File: config.mk
export PLATFORM = sky130hd
export DESIGN_NAME = dma_chan_seq
export DESIGN_NICKNAME = d
export VERILOG_FILES = /design/src/rtl/dma_chan_seq.sv
export SDC_FILE = /design/constraint.sdc
export NUM_CORES = 1
export LEC_CHECK = 0
export BUFFER_PORTS_ARGS = -buffer_cell sky130_fd_sc_hd__buf_2
export CAP_MARGIN = 20
export CORE_MARGIN = 3
export CORE_UTILIZATION = 40
export CTS_CLUSTER_SIZE = 28
export DETAILED_ROUTE_END_ITERATION = 12
export PLACE_DENSITY = 0.74
export SLEW_MARGIN = 20
export SYNTH_ARGS = -nofsm -noshare
export SYNTH_HDL_FRONTEND = slang
export SYNTH_SLANG_ARGS = --single-unit
File: constraint.sdc
create_clock -name clk -period 14.85 [get_ports clk]
set_clock_uncertainty 0.1 [all_clocks]
set_input_delay 0.7425 -clock clk [delete_from_list [all_inputs] [get_ports clk]]
set_output_delay 0.7425 -clock clk [all_outputs]
set_load 0.02 [all_outputs]
File: src/rtl/dma_chan_seq.sv
module dma_chan_seq #(
  parameter int AW   = 32,
  parameter int BLKW = 17,
  parameter int RPTW = 8
) (
  input  logic            clk,
  input  logic            rst_n,
  input  logic [31:0]     cfg,
  input  logic [1:0]      prio_in,
  input  logic [AW-1:0]   src_base,
  input  logic [AW-1:0]   dst_base,
  input  logic [BLKW-1:0] blk_len,
  input  logic [RPTW-1:0] rpt_cnt,
  input  logic            ack_sel,
  input  logic [AW-1:0]   ack_addr,
  input  logic [31:0]     ack_data,
  input  logic            req,
  output logic            mem_rd,
  output logic            mem_wr,
  output logic [AW-1:0]   mem_addr,
  output logic [63:0]     mem_wdata,
  output logic [3:0]      mem_bytes,
  input  logic [63:0]     mem_rdata,
  input  logic            mem_ready,
  output logic            ack_pulse,
  output logic            done_irq,
  output logic            err,
  output logic            busy,
  output logic [1:0]      prio_out
);

  typedef enum logic [1:0] {S_IDLE, S_RD, S_WR, S_ACK} st_t;
  localparam logic [1:0] TRG_BUF = 2'b00, TRG_RPT = 2'b10, TRG_LL = 2'b11;

  st_t             st;
  logic            pend, open, irq_pend, ack_q, err_q, done_q;
  logic [1:0]      prio_q;
  logic [11:0]     mode_q;
  logic [1:0]      trig_q;
  logic [AW-1:0]   sp, dp;
  logic [BLKW-1:0] blk_rem;
  logic [7:0]      buf_rem;
  logic [RPTW-1:0] rpt_left;
  logic [63:0]     data_q;

  wire take = (st == S_IDLE) && pend;
  wire [7:0] buf_init = cfg[25] ? 8'd128 : {1'b0, cfg[24:18]} + 8'd1;
  wire [3:0] s_step = 4'd1 << mode_q[9:8];
  wire [3:0] d_step = 4'd1 << mode_q[11:10];

  logic [3:0] beat;
  always_comb begin
    beat = s_step;
    if (blk_rem < BLKW'(s_step)) beat = blk_rem[3:0];
    if (trig_q == TRG_BUF && buf_rem < 8'(beat)) beat = buf_rem[3:0];
  end

  wire [BLKW-1:0] blk_nxt = blk_rem - BLKW'(beat);
  wire [7:0]      buf_nxt = buf_rem - 8'(beat);

  function automatic logic [AW-1:0] step_ptr(input logic [AW-1:0] p, input logic [1:0] m,
                                             input logic [3:0] s);
    case (m)
      2'b10:   return p + AW'(s);
      2'b11:   return p - AW'(s);
      default: return p;
    endcase
  endfunction

  always_ff @(posedge clk) begin
    if (!rst_n) begin
      st <= S_IDLE; pend <= 1'b0; open <= 1'b0; irq_pend <= 1'b0;
      ack_q <= 1'b0; err_q <= 1'b0; done_q <= 1'b0; prio_q <= 2'b00;
      mode_q <= '0; trig_q <= 2'b00; sp <= '0; dp <= '0;
      blk_rem <= '0; buf_rem <= '0; rpt_left <= '0; data_q <= '0;
    end else begin
      pend   <= (pend & ~take) | req;
      done_q <= 1'b0;
      case (st)
        S_IDLE: if (take) begin
          if (cfg[29:28] == TRG_LL) err_q <= 1'b1;
          else begin
            mode_q  <= cfg[11:0];
            trig_q  <= cfg[29:28];
            prio_q  <= prio_in;
            ack_q   <= ack_sel;
            buf_rem <= buf_init;
            if (!open) begin
              blk_rem  <= blk_len;
              sp       <= src_base;
              dp       <= dst_base;
              rpt_left <= rpt_cnt;
              open     <= 1'b1;
            end
            st <= S_RD;
          end
        end
        S_RD: if (mem_ready) begin
          data_q <= mem_rdata;
          st     <= S_WR;
        end
        S_WR: if (mem_ready) begin
          sp      <= step_ptr(sp, mode_q[1:0], s_step);
          dp      <= step_ptr(dp, mode_q[3:2], d_step);
          blk_rem <= blk_nxt;
          buf_rem <= buf_nxt;
          if (blk_nxt == '0) begin
            if (trig_q == TRG_RPT && rpt_left != '0) begin
              rpt_left <= rpt_left - 1'b1;
              blk_rem  <= blk_len;
              sp       <= src_base;
              dp       <= dst_base;
              st       <= S_RD;
            end else begin
              open     <= 1'b0;
              irq_pend <= 1'b1;
              st       <= S_ACK;
            end
          end else if (trig_q == TRG_BUF && buf_nxt == 8'd0) st <= S_ACK;
          else st <= S_RD;
        end
        S_ACK: if (!ack_q || mem_ready) begin
          done_q   <= irq_pend;
          irq_pend <= 1'b0;
          st       <= S_IDLE;
        end
        default: st <= S_IDLE;
      endcase
    end
  end

  assign mem_rd    = (st == S_RD);
  assign mem_wr    = (st == S_WR) || (st == S_ACK && ack_q);
  assign mem_addr  = (st == S_RD) ? sp : (st == S_WR) ? dp : ack_addr;
  assign mem_wdata = (st == S_ACK) ? {32'd0, ack_data} : data_q;
  assign mem_bytes = (st == S_ACK) ? 4'd4 : beat;
  assign ack_pulse = (st == S_ACK) && !ack_q;
  assign done_irq  = done_q;
  assign err       = err_q;
  assign busy      = (st != S_IDLE) || pend;
  assign prio_out  = prio_q;

endmodule

* After elaboration in Yosys (flattened, before gate mapping)
Index checks and enable logic that the tools add are counted.
** Operators by class
- Mux-type cells :: 61
- Equality and inequality tests :: 18
- Reductions and logical operators :: 28
- Bitwise logic cells :: 4
- $add $sub $neg :: 8
- Magnitude comparators :: 2
- Shifts and indexed selects :: 2
** Operator list (number)
- 32-bit two-way mux :: 14
- 32-bit case mux with 2 select lines :: 4
- 17-bit two-way mux :: 6
- 8-bit two-way mux :: 10
- 32-bit by 4-bit adder with 32-bit output :: 2
- 64-bit two-way mux :: 1
- 32-bit by 4-bit subtractor with 32-bit output :: 2
- 17-bit case mux with 2 select lines :: 1
- 8-bit case mux with 2 select lines :: 2
- 17-bit logical NOT :: 1
- 17-bit by 4-bit < comparator with 1-bit output :: 1
- 17-bit by 4-bit subtractor with 17-bit output :: 1
- 2-bit == test, second input constant :: 8
- 2-bit two-way mux :: 8
- 2-bit != test, second input constant :: 8
- 5-bit AND reduction :: 3
- 4-bit two-way mux :: 3
- 1-bit two-way mux :: 9
- 3-bit AND reduction :: 3
- 7-bit by 1-bit adder with 8-bit output, second input constant :: 1
- 8-bit logical NOT :: 1
- 8-bit by 4-bit < comparator with 1-bit output :: 1
- 2-bit case mux with 4 select lines :: 1
- 8-bit nonzero test :: 1
- 18 further kinds :: 31
** Storage, ports and cells
- Output and inout bits :: 108
- Flip-flop bits (word level) :: 185
- Word-level logic and storage cells :: 139
- Input port bits :: 256

* Depth between registers and ports, before layout
- Word-level depth :: 13
- Mapped depth :: 31

* Worst setup path before layout
No wires, ideal clock.
- Path type :: register -> register
- Start point :: register mode_q[9]
- End point :: register rpt_left[5]
- Cell stages (with the launch flop) :: 29
- Period minus slack after synthesis :: 6.747 ns
- Data arrival time :: 6.515 ns
- Path slack :: 8.103 ns
- Path buffers :: 3
- Cell sequence :: dfxtp_1 > clkbuf_1 > nor2b_1 > inv_1 > ha_1 > a21oi_1 > a211oi_2 > nor3_2 > a21o_1 > inv_2 > ha_1 > nand2_1 > nor2_1 > o32a_1 > or3_4 > a2111oi_4 > or2_1 > a31oi_1 > ha_1 > o41ai_2 > a31oi_1 > or4b_1 > a21o_1 > a2111oi_4 > a21oi_2 > buf_2 > buf_4 > o31ai_1 > a21oi_1
** Between the ends
- Cells in the longest elaborated chain, start to end :: 10
** RTL lines
- start: declaration :: RTL line 38 : logic [11:0] mode_q;
- start signal: assignment :: RTL line 83 : mode_q <= cfg[11:0];
- 1-bit by 2-bit left shift with 4-bit output (*) :: RTL line 48 : wire [3:0] s_step = 4'd1 << mode_q[9:8];
- 17-bit by 4-bit < comparator with 1-bit output :: RTL line 54 : if (blk_rem < BLKW'(s_step)) beat = blk_rem[3:0];
- 4-bit two-way mux (*) :: RTL line 54
- 8-bit by 4-bit < comparator with 1-bit output :: RTL line 55 : if (trig_q == TRG_BUF && buf_rem < 8'(beat)) beat = buf_rem[3:0];
- 1-bit logical AND :: RTL line 55
- 4-bit two-way mux (*) :: RTL line 55
- 17-bit by 4-bit subtractor with 17-bit output (*) :: RTL line 58 : wire [BLKW-1:0] blk_nxt = blk_rem - BLKW'(beat);
- 17-bit logical NOT (*) :: RTL line 107 : if (blk_nxt == '0) begin
- 2-bit != test (no source line) (*)
- 7-bit AND reduction (no source line) (*)
- end signal: assignment :: RTL line 92 : rpt_left <= rpt_cnt;
- end signal: assignment :: RTL line 109 : rpt_left <= rpt_left - 1'b1;
- end: declaration :: RTL line 43 : logic [RPTW-1:0] rpt_left;
Mark *: on every way between the ends. The rest lies on a longest branch, timed or not.
A chain may end at the register's enable or synchronous reset.

* Worst setup path in the final report
- Start point :: register mode_q[9]
- End point :: register sp[1]
** Between the ends
- Cells in the longest elaborated chain, start to end :: 11
- Elaborated cells on any way between the ends :: 15
- Those cells by class :: add/sub (3); order compare (2); shift (1); mux (7); reduce/logical (2)
** RTL lines
- 1-bit by 2-bit left shift with 4-bit output (*) :: RTL line 48
- 17-bit by 4-bit < comparator with 1-bit output :: RTL line 54
- 4-bit two-way mux :: RTL line 54
- 8-bit by 4-bit < comparator with 1-bit output :: RTL line 55
- 1-bit logical AND :: RTL line 55
- 4-bit two-way mux :: RTL line 55
- 17-bit by 4-bit subtractor with 17-bit output :: RTL line 58
- 17-bit logical NOT :: RTL line 107
- 32-bit two-way mux (*) :: RTL line 107
- 32-bit two-way mux (*) :: RTL line 102 : S_WR: if (mem_ready) begin
- 32-bit case mux with 2 select lines (*) :: RTL line 79 : case (st)
- end signal: assignment :: RTL line 90 : sp <= src_base;
- end signal: assignment :: RTL line 103 : sp <= step_ptr(sp, mode_q[1:0], s_step);
- end signal: assignment :: RTL line 111 : sp <= src_base;
- end: declaration :: RTL line 40 : logic [AW-1:0] sp, dp;
Mark *: on every way between the ends. The rest lies on a longest branch, timed or not. The select of a mux whose other input is x is not followed.

==> flow_results.xml <==
<?xml version="1.0" encoding="UTF-8"?>
<metrics>
  <group name="status">
    <metric name="run_status" unit="">complete, no violations</metric>
  </group>
  <group name="clocking">
    <metric name="clock_tree.htree_level_count" unit="">4</metric>
    <metric name="clock-sinks" unit="">181</metric>
    <metric name="maximum_buffer_depth_of_the_clock_tree" unit="">2</metric>
    <metric name="cts_tree" unit="">done</metric>
    <metric name="cts_buffers" unit="">17</metric>
    <metric name="clkSlewWorstSetupHoldPaths" unit="ns">0.07</metric>
    <metric name="cts_hold_repair.buffers" unit="">0</metric>
    <metric name="cts_post_setup_buffers_inserted" unit="">0</metric>
    <metric name="clock_insertion_delay_worst_skew" unit="ns">0.44</metric>
    <metric name="cts_repair_resize_count" unit="">0</metric>
    <metric name="clock-root-buffer" unit="">sky130_fd_sc_hd__clkbuf_16</metric>
  </group>
  <group name="timing">
    <metric name="fmax" unit="MHz">112</metric>
    <metric name="hold_slack" unit="ns">0.351</metric>
    <metric name="final_hold_viol_count" unit="">0</metric>
    <metric name="max_slew.worst_pin.slew" unit="ns">1.04</metric>
    <metric name="final_max_slew_viol_count" unit="">0</metric>
    <metric name="post-route-min-period" unit="ns">8.89</metric>
    <metric name="setup_viol_count_final" unit="">0</metric>
    <metric name="unrepaired_setup_endpoints_after_global_routing" unit="">no</metric>
    <metric name="setup_total_negative_slack" unit="ns">0</metric>
    <metric name="slew_headroom" unit="%">30.4</metric>
    <metric name="tcrit_tclk_final" unit="%">59.9</metric>
  </group>
  <group name="die">
    <metric name="io-pin-count" unit="">364</metric>
    <metric name="start_util" unit="%">41.0</metric>
    <metric name="row_cnt" unit="">67</metric>
    <metric name="dieArea" unit="um2">37000</metric>
    <metric name="core_region_area" unit="um2">33900</metric>
    <metric name="die_h" unit="um">192</metric>
    <metric name="die_width" unit="um">192</metric>
  </group>
  <group name="final_layout">
    <metric name="fill_cells" unit="">3332</metric>
    <metric name="post_route_cells_drive_above_1_share" unit="%">23.1</metric>
    <metric name="register_area" unit="um2">3630</metric>
    <metric name="area_growth" unit="%">19.1</metric>
    <metric name="multi_input_comb_area" unit="um2">9660</metric>
    <metric name="final_area" unit="um2">16600</metric>
    <metric name="stdcell_count" unit="">2556</metric>
    <metric name="num-nets-final" unit="">2420</metric>
  </group>
  <group name="routing">
    <metric name="via_per_inst" unit="">5.72</metric>
    <metric name="route.vias.total" unit="">14600</metric>
    <metric name="antenna_violating_nets_left" unit="">0</metric>
    <metric name="drt_pre_antenna_iters" unit="">5</metric>
    <metric name="drcViolationCount" unit="">0</metric>
    <metric name="avgRoutedWirePerCell" unit="um">18.6</metric>
    <metric name="drt_iter0_markers" unit="">1071</metric>
    <metric name="routed_wire_length" unit="mm">47.6</metric>
  </group>
  <group name="worst_setup_path">
    <metric name="setup.worst_path.class" unit="">register to register</metric>
    <metric name="crit_path_max_fanout" unit="">53</metric>
    <metric name="worst_path_largest_cell_delay" unit="ns">0.78</metric>
    <metric name="crit_required" unit="ns">15.08</metric>
    <metric name="cpMostUsedCell" unit="">sky130_fd_sc_hd__ha_1</metric>
    <metric name="crit_path_slowest_cell" unit="">sky130_fd_sc_hd__buf_4</metric>
    <metric name="critical_path_arrival" unit="ns">9.12</metric>
    <metric name="critical_path.endpoint_type" unit="">register</metric>
    <metric name="startpoint_type" unit="">register</metric>
  </group>
  <group name="global_route">
    <metric name="globalRoute.totalOverflow" unit="">0</metric>
    <metric name="antenna_found_initial" unit="">9</metric>
    <metric name="number_of_global_route_vias_before_repair" unit="">13500</metric>
    <metric name="grt_first_pass_wirelength" unit="mm">72.7</metric>
    <metric name="global_route.usage.total" unit="%">24.6</metric>
    <metric name="pin_count_of_the_biggest_net_entering_global_routing" unit="">98</metric>
  </group>
  <group name="placement">
    <metric name="dpl-instance-area" unit="um2">15900</metric>
    <metric name="placedCellCount" unit="">2518</metric>
    <metric name="io_buffer_count" unit="">349</metric>
    <metric name="hpwl" unit="mm">35.3</metric>
    <metric name="globalplace.congestion" unit="">0.991</metric>
  </group>
  <group name="synthesis">
    <metric name="synthDominantAreaCellType" unit="">sky130_fd_sc_hd__dfxtp_1</metric>
    <metric name="predominant_post_synthesis_flop_cell" unit="">sky130_fd_sc_hd__dfxtp_1</metric>
    <metric name="synth_nets" unit="">2145</metric>
    <metric name="yosysTopAreaCellShare" unit="%">26.1</metric>
    <metric name="combined_area_of_all_synthesized_cells" unit="um2">13900</metric>
    <metric name="yosysSeqAreaShare" unit="%">26.1</metric>
    <metric name="ys_seq_elements" unit="">181</metric>
    <metric name="synth_enable_flop_cells" unit="">0</metric>
    <metric name="netlist-cell-type-count" unit="">84</metric>
    <metric name="share_of_async_settable_or_async_resettable_flops_after_synthesis" unit="%">0</metric>
    <metric name="count_of_synthesis_stage_warnings_from_yosys" unit="">0</metric>
    <metric name="syn_area_per_cell" unit="um2">7.66</metric>
    <metric name="netlist_instances" unit="">1814</metric>
    <metric name="post_synth_main_area_contributors" unit="">sky130_fd_sc_hd__dfxtp_1 26%, sky130_fd_sc_hd__nand2_1 7.8%, sky130_fd_sc_hd__a21oi_1 7.0%</metric>
  </group>
  <group name="min_path">
    <metric name="worstHoldPathType" unit="">register to register</metric>
  </group>
  <group name="power_and_ir_drop">
    <metric name="cellPowerDensity" unit="nW/um2">90.2</metric>
    <metric name="ir_worst_vdd" unit="mV">0.0870</metric>
    <metric name="static-leakage-power" unit="nW">6.98</metric>
  </group>
  <group name="run">
    <metric name="maxCapViolations" unit="">0</metric>
  </group>
</metrics>
## sequential cells by signal, summed over array words and instances, names as in the netlist
register / count
sp: 32
prio_out: 2
ack_q: 1
irq_pend: 1
st: 2
trig_q: 2
done_irq: 1
err: 1
dp: 32
blk_rem: 17
mode_q: 8
rpt_left: 8
pend: 1
buf_rem: 8
open: 1
data_q: 64
## cell type report
type	count	area share [%]
well taps	448	3.39
clock inverters	13	0.907
multi-input cells	1470	58.4
clock buffers	19	2.68
diodes	6	0.0907
flip-flops and latches	181	21.9
repair buffers	368	11.5
inverters	51	1.16
## per-layer routing
| layer | up-vias | wire length, um | track usage (%) |
|---|---|---|---|
| li1 | 7104 | - | - |
| met1 | 6877 | 20500 | 32.8 |
| met2 | 538 | 22500 | 39.5 |
| met3 | 91 | 3340 | 4.98 |
| met4 | 6 | 1240 | 8.66 |
| met5 | - | 41 | 0 |
## report_power, final
part           total [W]  switching, W  leakage [nW]  internal, W
combinational   0.000478      0.000293          5.24     0.000184
clock           0.000472      0.000217         0.266     0.000255
sequential      0.000544     0.0000334          1.47     0.000510
## metrics by stage
step | setup WS (ns) | util (%) | power (W)
3_5_place_dp | 6.08 | 47.1 | 0.00102
2_1_floorplan | 8.10 | - | 0.000878
5_1_grt | 5.30 | 48.9 | 0.00157
3_3_place_gp | 6.36 | 47.0 | 0.00101
4_1_cts | 6.05 | 48.8 | 0.00150
6_report | 5.96 | 48.9 | 0.00149
## cell usage after synthesis (6+ instances only)
master	n
sky130_fd_sc_hd__a211oi_1	49
sky130_fd_sc_hd__a21o_1	19
sky130_fd_sc_hd__a21oi_1	194
sky130_fd_sc_hd__a221oi_1	14
sky130_fd_sc_hd__a22oi_1	8
sky130_fd_sc_hd__a31oi_1	26
sky130_fd_sc_hd__a41oi_1	6
sky130_fd_sc_hd__and2_1	41
sky130_fd_sc_hd__and3_1	11
sky130_fd_sc_hd__buf_1	14
sky130_fd_sc_hd__buf_2	8
sky130_fd_sc_hd__clkbuf_1	84
sky130_fd_sc_hd__dfxtp_1	181
sky130_fd_sc_hd__ha_1	73
sky130_fd_sc_hd__inv_1	47
sky130_fd_sc_hd__mux2_1	7
sky130_fd_sc_hd__mux2_2	56
sky130_fd_sc_hd__mux2i_1	93
sky130_fd_sc_hd__nand2_1	290
sky130_fd_sc_hd__nand2b_1	11
sky130_fd_sc_hd__nand3_1	35
sky130_fd_sc_hd__nor2_1	118
sky130_fd_sc_hd__nor2b_1	38
sky130_fd_sc_hd__nor3_1	30
sky130_fd_sc_hd__nor4_1	10
sky130_fd_sc_hd__o211ai_1	10
sky130_fd_sc_hd__o21a_1	12
sky130_fd_sc_hd__o21ai_0	57
sky130_fd_sc_hd__o21ai_1	37
sky130_fd_sc_hd__o21bai_1	15
sky130_fd_sc_hd__o221a_1	11
sky130_fd_sc_hd__o22ai_1	16
sky130_fd_sc_hd__o31ai_1	8
sky130_fd_sc_hd__or3_1	10
sky130_fd_sc_hd__xnor2_1	47
sky130_fd_sc_hd__xor2_1	27
## cells in the final DEF (no fill, tap or decap), drive strengths merged, types with 14 or more instances in the layout
master,instances
nor2,118
a21oi,195
mux2,63
inv,50
a221oi,14
o21bai,15
dfxtp,181
nand2,290
buf,368
clkbuf,19
nor2b,38
xor2,27
xnor2,47
nor3,34
a31oi,26
ha,73
a21o,19
o21ai,96
o22ai,16
and2,41
mux2i,93
a211oi,50
nand3,35
## worst paths after layout
kind / start / endpoint / depth (start not counted) / slack (ns)
worst min register to register: data_q[46]$_SDFFE_PN0P_ / data_q[46]$_SDFFE_PN0P_ / 2 / 0.35
worst min-delay path: data_q[46]$_SDFFE_PN0P_ / data_q[46]$_SDFFE_PN0P_ / 2 / 0.35
worst max register to register: mode_q[9]$_SDFFE_PN0P_ / sp[1]$_SDFFE_PN0P_ / 28 / 5.96
worst max-delay path: mode_q[9]$_SDFFE_PN0P_ / sp[1]$_SDFFE_PN0P_ / 28 / 5.96
## logic make-up (layout without fill, tap and decap cells)
group	after synthesis	count (layout)	share of synthesized area (%)
DFF	181	181	26.1
other	0	6	0
and+or+nand+nor	626	626	20.6
xor gates and xnor gates	74	74	4.66
muxes	156	156	11.8
adders and majority gates	76	76	6.93
buffers and inverters	163	451	4.74
AOI/OAI and AO/OA	538	538	25.2
## critical path, delay by kind of cell (launching register included)
kind / cells / cell delay, ns
fa+ha+maj: 4 / 1.13
buf+inv: 5 / 1.55
compound gates: 12 / 3.25
flops: 1 / 0.58
xor+xnor: 1 / 0.38
simple gates: 6 / 1.68
Power figures use the tool's default switching activity.
